--- src/rtl/dl_pkg.sv ---
`timescale 1ns/1ps
package dl_pkg;
  localparam int unsigned ADDR_W = 4;

  localparam logic [ADDR_W-1:0] OFF_STATUS = 4'h0;
  localparam logic [ADDR_W-1:0] OFF_COUNT  = 4'h1;
  localparam logic [ADDR_W-1:0] OFF_DATA0  = 4'h6;
  localparam logic [ADDR_W-1:0] OFF_DATA1  = 4'h7;

  localparam int unsigned ST_SEL  = 0;
  localparam int unsigned ST_BUSY = 1;
  localparam int unsigned ST_OVF0 = 2;
  localparam int unsigned ST_REJ  = 4;
  localparam int unsigned ST_RXAV = 5;

  typedef enum logic {
    BANK_FREE = 1'b0,
    BANK_HELD = 1'b1
  } bank_state_e;
endpackage

--- src/rtl/dl_tx_bank.sv ---
`timescale 1ns/1ps
module dl_tx_bank
  import dl_pkg::*;
#(
  parameter int unsigned DEPTH  = 96,
  parameter int unsigned DATA_W = 8,
  localparam int unsigned PTR_W = $clog2(DEPTH + 1)
) (
  input  logic              clk_i,
  input  logic              rst_ni,
  input  logic              wr_i,
  input  logic [DATA_W-1:0] wdata_i,
  input  logic              commit_i,
  input  logic [PTR_W-1:0]  count_i,
  input  logic              pop_i,
  input  logic              ovf_clr_i,
  output logic              free_o,
  output logic [DATA_W-1:0] rdata_o,
  output logic              last_o,
  output logic              ovf_o
);
  bank_state_e       state_q;
  logic [PTR_W-1:0]  wptr_q, rptr_q, cnt_q;
  logic              ovf_q;
  logic [DATA_W-1:0] mem_q [DEPTH];
  logic              is_free, room, wr_ok;

  assign is_free = (state_q == BANK_FREE);
  assign room    = (wptr_q < PTR_W'(DEPTH));
  assign wr_ok   = wr_i & is_free & room;

  always_ff @(posedge clk_i) begin
    if (wr_ok) mem_q[wptr_q] <= wdata_i;
  end

  always_ff @(posedge clk_i or negedge rst_ni) begin
    if (!rst_ni) begin
      state_q <= BANK_FREE;
      wptr_q  <= '0;
      rptr_q  <= '0;
      cnt_q   <= '0;
      ovf_q   <= 1'b0;
    end else begin
      if (is_free) begin
        if (commit_i) begin
          state_q <= BANK_HELD;
          cnt_q   <= count_i;
          wptr_q  <= '0;
          rptr_q  <= '0;
        end else if (wr_ok) begin
          wptr_q <= wptr_q + PTR_W'(1);
        end
      end else if (pop_i) begin
        if (last_o) begin
          state_q <= BANK_FREE;
          rptr_q  <= '0;
        end else begin
          rptr_q <= rptr_q + PTR_W'(1);
        end
      end
      // set wins over clear
      if (wr_i && is_free && !room) ovf_q <= 1'b1;
      else if (ovf_clr_i)           ovf_q <= 1'b0;
    end
  end

  assign free_o  = is_free;
  assign rdata_o = mem_q[rptr_q];
  assign last_o  = !is_free && (rptr_q == cnt_q - PTR_W'(1));
  assign ovf_o   = ovf_q;
endmodule

--- src/rtl/dl_rx_fifo.sv ---
`timescale 1ns/1ps
module dl_rx_fifo #(
  parameter int unsigned DEPTH  = 8,
  parameter int unsigned DATA_W = 8,
  localparam int unsigned AW = (DEPTH > 1) ? $clog2(DEPTH) : 1
) (
  input  logic              clk_i,
  input  logic              rst_ni,
  input  logic              push_i,
  input  logic [DATA_W-1:0] data_i,
  input  logic              pop_i,
  output logic              empty_o,
  output logic [DATA_W-1:0] head_o
);
  logic [DATA_W-1:0] mem_q [DEPTH];
  logic [AW-1:0]     wp_q, rp_q;
  logic [AW:0]       cnt_q;
  logic              full, push_ok, pop_ok;

  assign full    = (cnt_q == (AW+1)'(DEPTH));
  assign empty_o = (cnt_q == '0);
  assign push_ok = push_i & ~full;
  assign pop_ok  = pop_i & ~empty_o;
  assign head_o  = mem_q[rp_q];

  always_ff @(posedge clk_i) begin
    if (push_ok) mem_q[wp_q] <= data_i;
  end

  always_ff @(posedge clk_i or negedge rst_ni) begin
    if (!rst_ni) begin
      wp_q  <= '0;
      rp_q  <= '0;
      cnt_q <= '0;
    end else begin
      if (push_ok) wp_q <= (wp_q == AW'(DEPTH-1)) ? '0 : wp_q + AW'(1);
      if (pop_ok)  rp_q <= (rp_q == AW'(DEPTH-1)) ? '0 : rp_q + AW'(1);
      case ({push_ok, pop_ok})
        2'b10:   cnt_q <= cnt_q + (AW+1)'(1);
        2'b01:   cnt_q <= cnt_q - (AW+1)'(1);
        default: cnt_q <= cnt_q;
      endcase
    end
  end
endmodule

--- src/rtl/dl_host_regs.sv ---
`timescale 1ns/1ps
module dl_host_regs
  import dl_pkg::*;
#(
  parameter int unsigned DEPTH  = 96,
  parameter int unsigned DATA_W = 8,
  localparam int unsigned PTR_W = $clog2(DEPTH + 1)
) (
  input  logic              clk_i,
  input  logic              rst_ni,
  input  logic              wr_i,
  input  logic              rd_i,
  input  logic [ADDR_W-1:0] addr_i,
  input  logic [DATA_W-1:0] wdata_i,
  input  logic [1:0]        free_i,
  input  logic [1:0]        ovf_i,
  input  logic              rx_empty_i,
  input  logic [DATA_W-1:0] rx_head_i,
  output logic [1:0]        bank_wr_o,
  output logic [1:0]        commit_o,
  output logic [PTR_W-1:0]  count_o,
  output logic [1:0]        ovf_clr_o,
  output logic              rx_pop_o,
  output logic [DATA_W-1:0] rdata_o
);
  logic fill_q, rej_q;
  logic wr_cnt, wr_stat, cnt_ok, commit_go, data_off;

  assign wr_cnt    = wr_i && (addr_i == OFF_COUNT);
  assign wr_stat   = wr_i && (addr_i == OFF_STATUS);
  assign cnt_ok    = (wdata_i != '0) && (wdata_i <= DATA_W'(DEPTH));
  assign commit_go = wr_cnt && cnt_ok && free_i[fill_q];
  assign count_o   = wdata_i[PTR_W-1:0];
  assign data_off  = (addr_i == OFF_DATA0) || (addr_i == OFF_DATA1);
  assign rx_pop_o  = rd_i && data_off && !rx_empty_i;

  for (genvar g = 0; g < 2; g++) begin : g_bank
    assign bank_wr_o[g] = wr_i && (addr_i == OFF_DATA0 + ADDR_W'(g));
    assign commit_o[g]  = commit_go && (fill_q == g[0]);
    assign ovf_clr_o[g] = wr_stat && wdata_i[ST_OVF0+g];
  end

  always_ff @(posedge clk_i or negedge rst_ni) begin
    if (!rst_ni) begin
      fill_q <= 1'b0;
      rej_q  <= 1'b0;
    end else begin
      if (commit_go) fill_q <= ~fill_q;
      if (wr_cnt && !commit_go)         rej_q <= 1'b1;
      else if (wr_stat && wdata_i[ST_REJ]) rej_q <= 1'b0;
    end
  end

  always_comb begin
    rdata_o = '0;
    case (addr_i)
      OFF_STATUS: begin
        rdata_o[ST_SEL]    = fill_q;
        rdata_o[ST_BUSY]   = ~free_i[fill_q];
        rdata_o[ST_OVF0]   = ovf_i[0];
        rdata_o[ST_OVF0+1] = ovf_i[1];
        rdata_o[ST_REJ]    = rej_q;
        rdata_o[ST_RXAV]   = ~rx_empty_i;
      end
      OFF_DATA0, OFF_DATA1: rdata_o = rx_empty_i ? '0 : rx_head_i;
      default: rdata_o = '0;
    endcase
  end
endmodule

--- src/rtl/dl_msg_pingpong.sv ---
`timescale 1ns/1ps
module dl_msg_pingpong
  import dl_pkg::*;
#(
  parameter int unsigned DEPTH    = 96,
  parameter int unsigned RX_DEPTH = 8,
  parameter int unsigned DATA_W   = 8,
  localparam int unsigned PTR_W   = $clog2(DEPTH + 1)
) (
  input  logic              clk_i,
  input  logic              rst_ni,
  input  logic              reg_wr_i,
  input  logic              reg_rd_i,
  input  logic [3:0]        reg_addr_i,
  input  logic [DATA_W-1:0] reg_wdata_i,
  output logic [DATA_W-1:0] reg_rdata_o,
  input  logic              rx_valid_i,
  input  logic [DATA_W-1:0] rx_data_i,
  output logic              drain_valid_o,
  output logic [DATA_W-1:0] drain_data_o,
  output logic              drain_last_o,
  input  logic              drain_ready_i
);
  logic [1:0]        bank_wr, commit, ovf_clr, pop_w, free_w, ovf_w, last_w;
  logic [PTR_W-1:0]  count_w;
  logic [DATA_W-1:0] bank_data [2];
  logic              rx_empty, rx_pop;
  logic [DATA_W-1:0] rx_head;
  logic              drain_q;

  dl_host_regs #(.DEPTH(DEPTH), .DATA_W(DATA_W)) u_regs (
    .clk_i, .rst_ni,
    .wr_i(reg_wr_i), .rd_i(reg_rd_i), .addr_i(reg_addr_i), .wdata_i(reg_wdata_i),
    .free_i(free_w), .ovf_i(ovf_w), .rx_empty_i(rx_empty), .rx_head_i(rx_head),
    .bank_wr_o(bank_wr), .commit_o(commit), .count_o(count_w), .ovf_clr_o(ovf_clr),
    .rx_pop_o(rx_pop), .rdata_o(reg_rdata_o)
  );

  for (genvar g = 0; g < 2; g++) begin : g_tx
    assign pop_w[g] = (drain_q == g[0]) && drain_valid_o && drain_ready_i;
    dl_tx_bank #(.DEPTH(DEPTH), .DATA_W(DATA_W)) u_bank (
      .clk_i, .rst_ni,
      .wr_i(bank_wr[g]), .wdata_i(reg_wdata_i),
      .commit_i(commit[g]), .count_i(count_w),
      .pop_i(pop_w[g]), .ovf_clr_i(ovf_clr[g]),
      .free_o(free_w[g]), .rdata_o(bank_data[g]), .last_o(last_w[g]), .ovf_o(ovf_w[g])
    );
  end

  dl_rx_fifo #(.DEPTH(RX_DEPTH), .DATA_W(DATA_W)) u_rx (
    .clk_i, .rst_ni,
    .push_i(rx_valid_i), .data_i(rx_data_i),
    .pop_i(rx_pop), .empty_o(rx_empty), .head_o(rx_head)
  );

  // drain follows commit order; commits alternate, so a toggle suffices
  always_ff @(posedge clk_i or negedge rst_ni) begin
    if (!rst_ni) drain_q <= 1'b0;
    else if (drain_valid_o && drain_ready_i && drain_last_o) drain_q <= ~drain_q;
  end

  assign drain_valid_o = ~free_w[drain_q];
  assign drain_data_o  = bank_data[drain_q];
  assign drain_last_o  = last_w[drain_q];
endmodule

--- config.mk ---
export PLATFORM = sky130hd
export DESIGN_NAME = dl_msg_pingpong
export DESIGN_NICKNAME = d
export VERILOG_FILES = /design/src/rtl/dl_pkg.sv /design/src/rtl/dl_tx_bank.sv /design/src/rtl/dl_rx_fifo.sv /design/src/rtl/dl_host_regs.sv /design/src/rtl/dl_msg_pingpong.sv
export SDC_FILE = /design/constraint.sdc
export NUM_CORES = 2
export LEC_CHECK = 0
export BUFFER_PORTS_ARGS = -buffer_cell sky130_fd_sc_hd__buf_2
export CAP_MARGIN = 20
export CORE_MARGIN = 4
export CORE_UTILIZATION = 55
export DETAILED_ROUTE_END_ITERATION = 8
export PLACE_DENSITY = 0.76
export SKIP_CTS_REPAIR_TIMING = 1
export SLEW_MARGIN = 15
export SYNTH_ARGS = -nofsm -noshare
export SYNTH_HDL_FRONTEND = slang
export SYNTH_SLANG_ARGS = --single-unit
--- constraint.sdc ---
create_clock -name clk_i -period 3.6 [get_ports clk_i]
set_clock_uncertainty 0.1 [all_clocks]
set_input_delay 0.36 -clock clk_i [delete_from_list [all_inputs] [get_ports clk_i]]
set_output_delay 0.36 -clock clk_i [all_outputs]
set_load 0.01 [all_outputs]
==> flow_metrics.tcl <==
set metrics [dict create \
    drt_wl_total_um 163000 \
    hold_violations 0 \
    status "finished with violations" \
    dp.cells 5146 \
    fin_util_pct 64.6 \
    cts_tree "built" \
    cap_viol_max_count 0 \
    netlist_area_sq_um 65800 \
    maxSlewHeadroom_pct 29.9 \
    dr.first_iter.drc_count 4998 \
    grt_pass1_vias 35200 \
    die_x_um 354 \
    maxSlewViolCount 0 \
    leakage_nw 24.7 \
    yosysTopAreaCell "edfxtp_1" \
    vias_per_cell 6.39 \
    cpPeakStageDelay_ns 0.53 \
    ys_seq_area_share_pct 75.3 \
    crit_arrival_ns 3.84 \
    route.vias.total 35300 \
    critPathSlowestCell "mux4_2" \
    n_fill_cell 7563 \
    floorplan.initialDensity_pct 55.6 \
    synth-edff-count 1600 \
    netlist.area_leader.share_pct 73.0 \
    cts_max_level 4 \
    core_sq_um 118000 \
    grt_pass1_wl_um 234000 \
    reg2reg_slack_ns 0.42 \
    cts_inserted_buffers 163 \
    powerDensity_nw_per_um2 649 \
    violations "setup timing" \
    start_kind "register" \
    antenna_found_initial 3 \
    rsz0062_at_grt "true" \
    grt_overflow 0 \
    grtUsageTotal_pct 25.3 \
    io_buffer_count 43 \
    tightest_slew_ns 1.05 \
    yosys_warnings 0 \
    cp_top_family "compound AO/OA/AOI/OAI gates" \
    dp_slack_ns -0.273 \
    fmax_mhz 232 \
    ff_latch_area_sq_um 49500 \
    dpl.hpwl_um 97500 \
    wl_per_cell_um 29.4 \
    ys_types 72 \
    fin_area_sq_um 76500 \
    cts-root-buf "clkbuf_16" \
    die_height_um 354 \
    fin_ws_ns -0.703 \
    dpl_cell_area_sq_um 69900 \
    critPathBufInv 4 \
    path_max_fanout 17 \
    clk_pin_slew_ns 0.06 \
    endpoint_kind "output port" \
    fin_nets 3833 \
    syn2layout_area_growth_pct 16.3 \
    drc 0 \
    ant_nets 0 \
    crit_type "reg -> out" \
    clk_latency_ns 0.79 \
    period_minus_slack_ns 4.30 \
    whs_ns 0.0569 \
    worstPathCellList "buf_4 -> buf_12 -> buf_16 -> mux4_2 -> mux2i_1 -> nor3_1 -> o31ai_2 -> a2111oi_4 -> a2111o_1 -> buf_2" \
    timing.final.crit_share_pct 120 \
    design_power_total_mw 49.6 \
    synth_fp_nets 3390 \
    cp.required_ns 3.14 \
    cts_sinks 1659 \
    synthFlopType "edfxtp_1" \
    place_congestion 0.887 \
    setup_viol 8 \
    fin_tns_setup_ns -4.60 \
    drtPass1Iterations 6 \
    synth-seq-cells 1659 \
    rows 126 \
    multiInputGateArea_sq_um 15600 \
    hp-class "in -> reg" \
    final_cell_count_no_fill 5529 \
    clockBufferDepth 3 \
    grt_max_degree 179 \
    avgSynthCellArea_sq_um 19.6 \
    layout-drive-gt1-share_pct 29.4 \
    ios 44 \
    peakVddDrop_v 0.000614 \
    yosys-top-cells-area "edfxtp_1, mux4_2, dfrtp_1" \
    synth_cells 3351 \
    synth-async-reset-ratio_pct 3.56 \
    dieArea_sq_um 125000 \
]
## cells in the final DEF, fill, tap and decap left out, types with 16 or more instances in the layout
| cell | n |
|---|---|
| edfxtp_1 | 1600 |
| buf_4 | 354 |
| mux4_2 | 352 |
| nor2_1 | 269 |
| clkbuf_16 | 172 |
| nand2_1 | 152 |
| mux2i_1 | 121 |
| o21ai_0 | 54 |
| dfrtp_1 | 51 |
| a22oi_1 | 48 |
| clkbuf_1 | 36 |
| clkinv_1 | 35 |
| nand3_1 | 35 |
| a21oi_1 | 34 |
| nor3_1 | 33 |
| buf_2 | 33 |
| clkinv_2 | 30 |
| buf_12 | 29 |
| a211oi_1 | 25 |
| dlygate4sd3_1 | 21 |
| o22ai_1 | 20 |
| nor2b_1 | 20 |
| mux2_2 | 19 |
| nand2b_1 | 16 |
## Yosys cell counts (16+ instances only)
cell type  instances
buf_6             21
o22ai_1           20
dfrtp_1           59
mux2_2            19
a21oi_1           43
nor3_1            33
nor2b_1           21
nand2_1          154
a211oi_1          31
mux2i_1          130
mux4_2           351
clkbuf_1          88
nor2_1           273
buf_4             26
a221oi_1          17
buf_2             35
nand3_1           36
edfxtp_1        1600
nand2b_1          16
a22oi_1           53
o21ai_0           61
## cell type report
class / count / share of cell area [%]
flip-flops and latches: 1659 / 64.7
multi-input cells: 1488 / 20.4
clock buffers: 201 / 5.56
repair buffers: 467 / 5.44
well taps: 1600 / 2.62
clock inverters: 98 / 1.13
inverters: 15 / 0.0736
diodes: 1 / 0.00327
## state kept, by name (all words and copies together), names as in the netlist, 3 cells and up
register            cells
u_rx.rp_q               3
g_tx.u_bank.rptr_q     14
g_tx.u_bank.wptr_q     14
u_rx.cnt_q              4
u_rx.mem_q             64
g_tx.u_bank.cnt_q      14
g_tx.u_bank.mem_q    1536
u_rx.wp_q               3
## final timing paths
check | startpoint | end | cells past startpoint
max | g_tx[0].u_bank.rptr_q[0] | drain_data_o[4] | 10
min in group asynchronous | rst_ni | g_tx[0].u_bank.rptr_q[5] | 2
min | reg_addr_i[1] | g_tx[0].u_bank.ovf_o | 5
max reg2reg | u_rx.cnt_q[2] | u_rx.cnt_q[2] | 12
max in group asynchronous | rst_ni | g_tx[1].u_bank.rptr_q[1] | 2
min reg2reg | g_tx[1].u_bank.cnt_q[6] | g_tx[1].u_bank.cnt_q[6] | 2
## worst min-delay path: stages
cell and delay, ns:
buf_2 0.12, nor4_1 0.08, buf_4 0.16, nand3_1 0.08, a32o_1 0.11
## logic make-up (layout without fill, tap and decap cells)
kind of cell / Yosys count / count (layout) / synth area share (%)
fa+ha+maj: 13 / 13 / 0.247
xor+xnor: 27 / 27 / 0.359
other cells: 0 / 1 / 0
mux: 510 / 510 / 14.7
flops: 1659 / 1659 / 75.3
buf+inv: 204 / 781 / 1.73
simple gates: 611 / 611 / 4.20
compound gates: 327 / 327 / 3.47
## metal layers
layer  global-route usage [%]  part of all wire [%]  up-vias
li1                         -                     -    14600
met5                        0                     0        -
met4                     10.8                   4.5        0
met2                     40.5                    49     2146
met3                     4.58                   9.6      417
met1                     34.7                    37    18200
## power breakdown
group          leakage, nW  switching (mW)  internal (mW)
combinational         7.06            6.03           5.30
sequential            15.1           0.443           21.4
clock                 2.49            7.30           9.12
Power figures use the tool's default switching activity.
